## config.mk

```make
export PLATFORM = sky130hd
export DESIGN_NAME = qspi_page_writer
export DESIGN_NICKNAME = d
export VERILOG_FILES = /design/src/rtl/qspi_pw_pkg.sv /design/src/rtl/qspi_pw_cmd_shift.sv /design/src/rtl/qspi_pw_quad_tx.sv /design/src/rtl/qspi_pw_page_track.sv /design/src/rtl/qspi_page_writer.sv
export SDC_FILE = /design/constraint.sdc
export NUM_CORES = 1
export LEC_CHECK = 0
export BUFFER_PORTS_ARGS = -buffer_cell sky130_fd_sc_hd__buf_4
export CORE_UTILIZATION = 35
export DETAILED_ROUTE_END_ITERATION = 6
export SLEW_MARGIN = 20
export SYNTH_ARGS = -nofsm -noshare
export SYNTH_HDL_FRONTEND = slang
export SYNTH_SLANG_ARGS = --single-unit
```

## constraint.sdc

```tcl
create_clock -name clk_i -period 5.8 [get_ports clk_i]
set_input_delay 0.87 -clock clk_i [delete_from_list [all_inputs] [get_ports clk_i]]
set_output_delay 0.87 -clock clk_i [all_outputs]
set_load 0.01 [all_outputs]
```

## src/rtl/qspi_pw_pkg.sv

```systemverilog
package qspi_pw_pkg;
  typedef enum logic [2:0] {
    ST_IDLE,
    ST_GAP,
    ST_WREN,
    ST_HDR,
    ST_DATA,
    ST_RDSR,
    ST_DONE
  } st_e;

  localparam logic [7:0] OP_WREN = 8'h06;
  localparam logic [7:0] OP_RDSR = 8'h05;
  localparam int HDR_W = 40;
  localparam int HCNT_W = 6;
endpackage

```

## src/rtl/qspi_pw_cmd_shift.sv

```systemverilog
// Single-line command shifter: MSB first on IO0, samples IO1 each high phase.
module qspi_pw_cmd_shift #(
  parameter int VEC_W = 40,
  parameter int CNT_W = 6
) (
  input  logic             clk_i,
  input  logic             rst_ni,
  input  logic             load_i,
  input  logic [VEC_W-1:0] vec_i,
  input  logic [CNT_W-1:0] nbits_i,
  input  logic             miso_i,
  output logic             sck_o,
  output logic             mosi_o,
  output logic             fin_o,
  output logic [7:0]       status_o
);
  logic [VEC_W-1:0] sr_q;
  logic [CNT_W-1:0] cnt_q;
  logic             act_q, ph_q;
  logic [7:0]       rx_q;

  always_ff @(posedge clk_i or negedge rst_ni) begin
    if (!rst_ni) begin
      sr_q  <= '0;
      cnt_q <= '0;
      act_q <= 1'b0;
      ph_q  <= 1'b0;
      rx_q  <= '0;
    end else if (load_i) begin
      sr_q  <= vec_i;
      cnt_q <= nbits_i;
      act_q <= 1'b1;
      ph_q  <= 1'b0;
    end else if (act_q) begin
      if (!ph_q) begin
        ph_q <= 1'b1;
      end else begin
        ph_q <= 1'b0;
        rx_q <= {rx_q[6:0], miso_i};
        if (cnt_q == CNT_W'(1)) begin
          act_q <= 1'b0;
        end else begin
          cnt_q <= cnt_q - CNT_W'(1);
          sr_q  <= sr_q << 1;
        end
      end
    end
  end

  assign sck_o    = act_q & ph_q;
  assign mosi_o   = sr_q[VEC_W-1];
  assign fin_o    = act_q & ph_q & (cnt_q == CNT_W'(1));
  assign status_o = {rx_q[6:0], miso_i};
endmodule

```

## src/rtl/qspi_pw_quad_tx.sv

```systemverilog
// Quad data phase: one byte per handshake, high nibble first.
module qspi_pw_quad_tx #(
  parameter int LEN_W = 16
) (
  input  logic             clk_i,
  input  logic             rst_ni,
  input  logic             start_i,
  input  logic [LEN_W-1:0] count_i,
  input  logic [7:0]       byte_i,
  input  logic             valid_i,
  output logic             ready_o,
  output logic             sck_o,
  output logic [3:0]       nib_o,
  output logic             fin_o
);
  logic             act_q, need_q, ph_q, lo_q;
  logic [LEN_W-1:0] cnt_q;
  logic [7:0]       byte_q;

  always_ff @(posedge clk_i or negedge rst_ni) begin
    if (!rst_ni) begin
      act_q  <= 1'b0;
      need_q <= 1'b0;
      ph_q   <= 1'b0;
      lo_q   <= 1'b0;
      cnt_q  <= '0;
      byte_q <= '0;
    end else if (start_i) begin
      act_q  <= 1'b1;
      need_q <= 1'b1;
      ph_q   <= 1'b0;
      lo_q   <= 1'b0;
      cnt_q  <= count_i;
    end else if (act_q) begin
      if (need_q) begin
        if (valid_i) begin
          byte_q <= byte_i;
          need_q <= 1'b0;
          ph_q   <= 1'b0;
          lo_q   <= 1'b0;
        end
      end else if (!ph_q) begin
        ph_q <= 1'b1;
      end else begin
        ph_q <= 1'b0;
        if (!lo_q) begin
          lo_q <= 1'b1;
        end else if (cnt_q == LEN_W'(1)) begin
          act_q <= 1'b0;
        end else begin
          cnt_q  <= cnt_q - LEN_W'(1);
          need_q <= 1'b1;
        end
      end
    end
  end

  assign ready_o = act_q & need_q;
  assign sck_o   = act_q & ~need_q & ph_q;
  assign nib_o   = lo_q ? byte_q[3:0] : byte_q[7:4];
  assign fin_o   = act_q & ~need_q & ph_q & lo_q & (cnt_q == LEN_W'(1));
endmodule

```

## src/rtl/qspi_pw_page_track.sv

```systemverilog
// Holds the running address and the bytes left; sizes the next chunk.
module qspi_pw_page_track #(
  parameter int LEN_W  = 16,
  parameter int PG_LG2 = 8
) (
  input  logic             clk_i,
  input  logic             rst_ni,
  input  logic             load_i,
  input  logic [31:0]      addr_i,
  input  logic [LEN_W-1:0] len_i,
  input  logic             big_i,
  input  logic             nopage_i,
  input  logic             adv_i,
  output logic [31:0]      addr_o,
  output logic [LEN_W-1:0] chunk_o,
  output logic             empty_o
);
  localparam logic [31:0] PG_SMALL = 32'(1) << PG_LG2;
  localparam logic [31:0] PG_LARGE = 32'(1) << (PG_LG2 + 1);

  logic [31:0]      addr_q;
  logic [LEN_W-1:0] remain_q;
  logic [31:0]      page_sz, rem32, chunk32;

  assign page_sz = big_i ? PG_LARGE : PG_SMALL;
  assign rem32   = 32'(remain_q);
  assign chunk32 = (nopage_i || rem32 < page_sz) ? rem32 : page_sz;

  always_ff @(posedge clk_i or negedge rst_ni) begin
    if (!rst_ni) begin
      addr_q   <= '0;
      remain_q <= '0;
    end else if (load_i) begin
      addr_q   <= addr_i;
      remain_q <= len_i;
    end else if (adv_i) begin
      addr_q   <= addr_q + page_sz;
      remain_q <= remain_q - chunk_o;
    end
  end

  assign addr_o  = addr_q;
  assign chunk_o = LEN_W'(chunk32);
  assign empty_o = (remain_q == '0);
endmodule

```

## src/rtl/qspi_page_writer.sv

```systemverilog
module qspi_page_writer
  import qspi_pw_pkg::*;
#(
  parameter int LEN_W   = 16,
  parameter int PG_LG2  = 8,
  parameter int GAP_CYC = 2
) (
  input  logic             clk_i,
  input  logic             rst_ni,
  input  logic             start_i,
  input  logic [31:0]      addr_i,
  input  logic [LEN_W-1:0] len_i,
  input  logic [7:0]       wr_op_i,
  input  logic             addr32_i,
  input  logic             page_big_i,
  input  logic             no_page_i,
  input  logic [7:0]       wr_data_i,
  input  logic             wr_valid_i,
  output logic             wr_ready_o,
  output logic             busy_o,
  output logic             done_o,
  output logic             sck_o,
  output logic             cs_no,
  output logic [3:0]       io_o,
  output logic [3:0]       io_oe_o,
  input  logic [3:0]       io_i
);
  localparam int GC_W = $clog2(GAP_CYC + 1);

  st_e              st_q, nxt_q;
  logic [GC_W-1:0]  gap_q;
  logic [7:0]       op_q;
  logic             a32_q, big_q, nop_q;

  logic             accept, gap_done;
  logic             sh_load, sh_sck, sh_mosi, sh_fin;
  logic [HDR_W-1:0] sh_vec;
  logic [HCNT_W-1:0] sh_nbits;
  logic [7:0]       sh_status;
  logic             q_start, q_sck, q_fin;
  logic [3:0]       q_nib;
  logic [31:0]      cur_addr;
  logic [LEN_W-1:0] chunk;
  logic             trk_empty, trk_adv;

  logic unused_bits;
  assign unused_bits = ^{io_i[3:2], io_i[0], sh_status[7:1]};

  assign accept   = (st_q == ST_IDLE) && start_i && (len_i != '0);
  assign gap_done = (st_q == ST_GAP) && (gap_q == GC_W'(GAP_CYC - 1));
  assign sh_load  = gap_done && (nxt_q != ST_DONE);
  assign q_start  = (st_q == ST_HDR) && sh_fin;
  assign trk_adv  = (st_q == ST_DATA) && q_fin;

  always_comb begin
    sh_vec   = '0;
    sh_nbits = '0;
    case (nxt_q)
      ST_WREN: begin
        sh_vec   = {OP_WREN, 32'h0};
        sh_nbits = HCNT_W'(8);
      end
      ST_RDSR: begin
        sh_vec   = {OP_RDSR, 32'h0};
        sh_nbits = HCNT_W'(16);
      end
      ST_HDR: begin
        if (a32_q) begin
          sh_vec   = {op_q, cur_addr};
          sh_nbits = HCNT_W'(40);
        end else begin
          sh_vec   = {op_q, cur_addr[23:0], 8'h0};
          sh_nbits = HCNT_W'(32);
        end
      end
      default: ;
    endcase
  end

  always_ff @(posedge clk_i or negedge rst_ni) begin
    if (!rst_ni) begin
      st_q  <= ST_IDLE;
      nxt_q <= ST_IDLE;
      gap_q <= '0;
      op_q  <= '0;
      a32_q <= 1'b0;
      big_q <= 1'b0;
      nop_q <= 1'b0;
    end else begin
      case (st_q)
        ST_IDLE: if (accept) begin
          op_q  <= wr_op_i;
          a32_q <= addr32_i;
          big_q <= page_big_i;
          nop_q <= no_page_i;
          gap_q <= '0;
          nxt_q <= no_page_i ? ST_HDR : ST_WREN;
          st_q  <= ST_GAP;
        end
        ST_GAP: begin
          if (gap_done) st_q <= nxt_q;
          else gap_q <= gap_q + GC_W'(1);
        end
        ST_WREN: if (sh_fin) begin
          gap_q <= '0;
          nxt_q <= ST_HDR;
          st_q  <= ST_GAP;
        end
        ST_HDR: if (sh_fin) st_q <= ST_DATA;
        ST_DATA: if (q_fin) begin
          if (nop_q) begin
            st_q <= ST_DONE;
          end else begin
            gap_q <= '0;
            nxt_q <= ST_RDSR;
            st_q  <= ST_GAP;
          end
        end
        ST_RDSR: if (sh_fin) begin
          if (!sh_status[0] && trk_empty) begin
            st_q <= ST_DONE;
          end else begin
            gap_q <= '0;
            nxt_q <= sh_status[0] ? ST_RDSR : ST_WREN;
            st_q  <= ST_GAP;
          end
        end
        ST_DONE: st_q <= ST_IDLE;
        default: st_q <= ST_IDLE;
      endcase
    end
  end

  qspi_pw_cmd_shift #(
    .VEC_W(HDR_W),
    .CNT_W(HCNT_W)
  ) u_cmd (
    .clk_i   (clk_i),
    .rst_ni  (rst_ni),
    .load_i  (sh_load),
    .vec_i   (sh_vec),
    .nbits_i (sh_nbits),
    .miso_i  (io_i[1]),
    .sck_o   (sh_sck),
    .mosi_o  (sh_mosi),
    .fin_o   (sh_fin),
    .status_o(sh_status)
  );

  qspi_pw_quad_tx #(
    .LEN_W(LEN_W)
  ) u_quad (
    .clk_i  (clk_i),
    .rst_ni (rst_ni),
    .start_i(q_start),
    .count_i(chunk),
    .byte_i (wr_data_i),
    .valid_i(wr_valid_i),
    .ready_o(wr_ready_o),
    .sck_o  (q_sck),
    .nib_o  (q_nib),
    .fin_o  (q_fin)
  );

  qspi_pw_page_track #(
    .LEN_W (LEN_W),
    .PG_LG2(PG_LG2)
  ) u_track (
    .clk_i   (clk_i),
    .rst_ni  (rst_ni),
    .load_i  (accept),
    .addr_i  (addr_i),
    .len_i   (len_i),
    .big_i   (big_q),
    .nopage_i(nop_q),
    .adv_i   (trk_adv),
    .addr_o  (cur_addr),
    .chunk_o (chunk),
    .empty_o (trk_empty)
  );

  always_comb begin
    cs_no   = 1'b1;
    io_oe_o = 4'b0000;
    io_o    = {3'b000, sh_mosi};
    case (st_q)
      ST_WREN, ST_HDR, ST_RDSR: begin
        cs_no   = 1'b0;
        io_oe_o = 4'b0001;
      end
      ST_DATA: begin
        cs_no   = 1'b0;
        io_oe_o = 4'b1111;
        io_o    = q_nib;
      end
      default: ;
    endcase
  end

  assign sck_o  = (st_q == ST_DATA) ? q_sck : (sh_sck & ~cs_no);
  assign busy_o = (st_q != ST_IDLE);
  assign done_o = (st_q == ST_DONE);
endmodule

```

==> run summary <==
I/O pins -> 88
hold depth -> 2
Post-Syn Area -> 7910 um^2
Syn Area/Cell -> 8.96 um^2
core area -> 22,000 um^2
final routed DRC violation total -> 2
dpl cell area -> 8740 um^2
Hold Path Sink -> op_q[5]
Worst Setup SP -> big_q
ys flop type -> dfrtp_1
GRT overflow -> 0
WP data required -> 6100 ps
Max Root-Sink Buffers -> 2
status -> finished, violations left
#FFs+latches synth -> 143
Design Area, Final -> 9340 um^2
Max Clk Rate -> 291 MHz
CTS root buf -> clkbuf_16
Final WS setup -> 2360 ps
r2r endpoint -> u_track.remain_q[15]
H-tree levels -> 4
layout net count -> 1,026
clk_skew -> 7.92 ps
EDFF count, synth -> 0
routability cong. -> 0.857
Setup Total Neg Slack -> 0 ps
HP Class -> reg -> reg
Adder-Cell Fraction of Synth Area -> 1.99%
Final Hold Viols -> 0
Synth Net Count -> 970
total track usage -> 19.0%
worst skew pair latency -> 430 ps
post_cts resized -> 0
CP Capture Type -> flip-flop
final worst-path cycle share -> 59.3%
Die W -> 152 um
Fillers -> 2,183
initial antenna violation count -> 0
Post-CTS Setup Bufs -> 0
via count -> 6,859
drt via density -> 5.57
sequential cell area -> 3580 um^2
layout cells sized above 1 -> 15.8%
Crit path arrival time -> 3740 ps
1st-iter DRT viols -> 477
Tot Pwr -> 5.00 mW
final core occ -> 42.5%
area of the multi-input gates -> 4010 um^2
Slew Limit Headroom -> 42.4%
TritonCTS clock tree -> yes
Simple-Gate Fraction of Synth Area -> 19.2%
multiplexer share of the synthesized area -> 5.35%
DP HPWL -> 14,300 um
dpl ws -> 2370 ps
CTS sink cnt -> 143
R2R Setup Slk -> 2360 ps
RSZ-0062 raised after global routing -> false
Reg clk slew, reported paths -> 60 ps
total CTS buffers -> 17
async set-reset flop share out of synthesis -> 100%
LEAKAGE -> 4.05 nW
pwr dens -> 536 nW/um^2
WL/cell -> 17.5 um
Worst R2R Start -> big_q
# setup viols final -> 0
starting density of the core -> 36.0%
Synth cell types -> 72
CP startpoint kind -> flip-flop
first-pass GRT wire length -> 35,300 um
Post-Syn Instances -> 883
Ant. Diodes -> 0
row count -> 54
ANT nets after route -> 0
PortBufs -> 84
hold_sp -> op_q[5]
Die H -> 152 um
max_cap viols -> 0
Hold-fix buffers, CTS -> 0
WL final -> 21,500 um
sequential fraction of the synthesis area -> 45.3%
DRT Pass-1 Iters -> 7
die area -> 23,200 um^2
yosys warns -> 0
Synth Area in XOR/XNOR -> 2.77%
Slew Viols, Final -> 0
Compound-Gate Fraction of Synth Area -> 21.0%
FF-to-FF path depth -> 14
largest family of logic cells by synthesized area -> compound AO/OA/AOI/OAI gates
vias in the first global route -> 6,598
Worst Max-Slew Pin Slew -> 858 ps
VDD IR-drop max -> 0.000193 V
crit path kind -> reg -> reg
peak fanout along the critical path -> 13
failing checks -> design-rule violations
largest net degree at the start of global routing -> 90
area delta synth->final -> 18.1%
Final Critical Period -> 3440 ps
==> Yosys cell counts (5+ instances only) <==
cell type / instances / share of area [%]
inv_1: 28 / 1.3
mux2i_1: 31 / 3.9
a31oi_1: 9 / 0.71
nor2_1: 55 / 2.6
clkbuf_1: 45 / 2.1
xnor2_1: 13 / 1.4
nand3_1: 36 / 2.3
a211oi_1: 6 / 0.57
nor4_1: 14 / 1.1
and3_1: 9 / 0.71
or3_1: 8 / 0.63
xor2_1: 12 / 1.3
nand4_1: 6 / 0.47
nor3_1: 18 / 1.1
a221o_1: 12 / 1.5
nand2_1: 129 / 6.1
mux2_2: 10 / 1.4
ha_1: 11 / 1.7
o211ai_1: 7 / 0.66
a22o_1: 5 / 0.55
o21ai_0: 108 / 6.8
dfrtp_1: 143 / 45
o21a_1: 26 / 2.5
o311ai_1: 5 / 0.55
a21oi_1: 45 / 2.8
==> stage by stage <==
stage               hold WS (ps)  std cells
floorplan                    446        883
global placement             468       1200
detailed placement           466       1200
CTS                          481       1231
global route                 493       1231
finish                       478       1231
==> critical path, stage by stage (launching register included) <==
cell and delay (ps):
dfrtp_1 420, inv_1 160, ha_1 250, o21ai_0 70
a41oi_1 150, buf_4 220, nand2_1 90, a21boi_0 360
ha_1 370, a21oi_1 240, o21a_1 170, nand3_1 130
o311ai_0 310, a21oi_1 110, a221o_1 280
==> where the power goes <==
group	internal (mW)	leakage [nW]	switching, mW	total (mW)
clock network	0.697	0.279	0.428	1.13
logic	0.869	2.03	1.14	2.01
registers	1.41	1.74	0.458	1.87
==> registers in the layout, summed over array words and instances (netlist names) <==
register	count
u_track.remain_q	16
u_quad.need_q	1
gap_q	2
u_cmd.act_q	1
u_cmd.cnt_q	6
a32_q	1
op_q	8
u_cmd.ph_q	1
big_q	1
u_quad.ph_q	1
nxt_q	3
u_cmd.sr_q	40
u_quad.byte_q	8
u_quad.cnt_q	16
u_track.addr_o	32
u_quad.act_q	1
st_q	3
nop_q	1
u_quad.lo_q	1
==> worst max path at each step <==
stage                                       to  slack [ps]  cells past startpoint
final                     u_track.remain_q[15]        2360                     14
after global routing      u_track.remain_q[15]        2010                     14
after CTS                 u_track.remain_q[15]        2340                     14
after detailed placement  u_track.remain_q[15]        2370                     14
after global placement      u_track.addr_o[31]        2370                      6
after floorplan           u_track.remain_q[15]        2530                     14
==> layout make-up <==
| class | instances | area share, % |
|---|---|---|
| Clock inverter | 9 | 1.43 |
| Clock buffer | 22 | 4.97 |
| Multi-Input combinational cell | 656 | 42.9 |
| Inverter | 28 | 1.12 |
| Timing Repair Buffer | 93 | 7.51 |
| Tap cell | 280 | 3.75 |
| Sequential cell | 143 | 38.3 |
==> per-layer routing <==
metal | routed length, um | track usage [%]
met5 | 0 | 0
met1 | 10400 | 27.1
met4 | 195 | 5.00
met2 | 9730 | 29.2
met3 | 1170 | 3.87
==> logic make-up (layout without fill, tap and decap cells) <==
group | Yosys count | in the layout
buf+inv | 84 | 152
fa+ha+maj | 12 | 12
flops | 143 | 143
mux | 41 | 41
other cells | 1 | 1
xor+xnor | 25 | 25
simple gates | 313 | 313
compound gates | 264 | 264
==> placed cells by master, fill, tap and decap left out, types with 14 or more instances in the layout <==
master,netlist,routed
dfrtp_1,143,143
nand2_1,129,129
o21ai_0,108,108
buf_4,3,92
nor2_1,55,55
a21oi_1,45,45
nand3_1,36,36
mux2i_1,31,31
inv_1,28,28
o21a_1,26,26
nor3_1,18,17
clkbuf_16,0,17
nor4_1,14,14
Power figures use the tool's default switching activity.
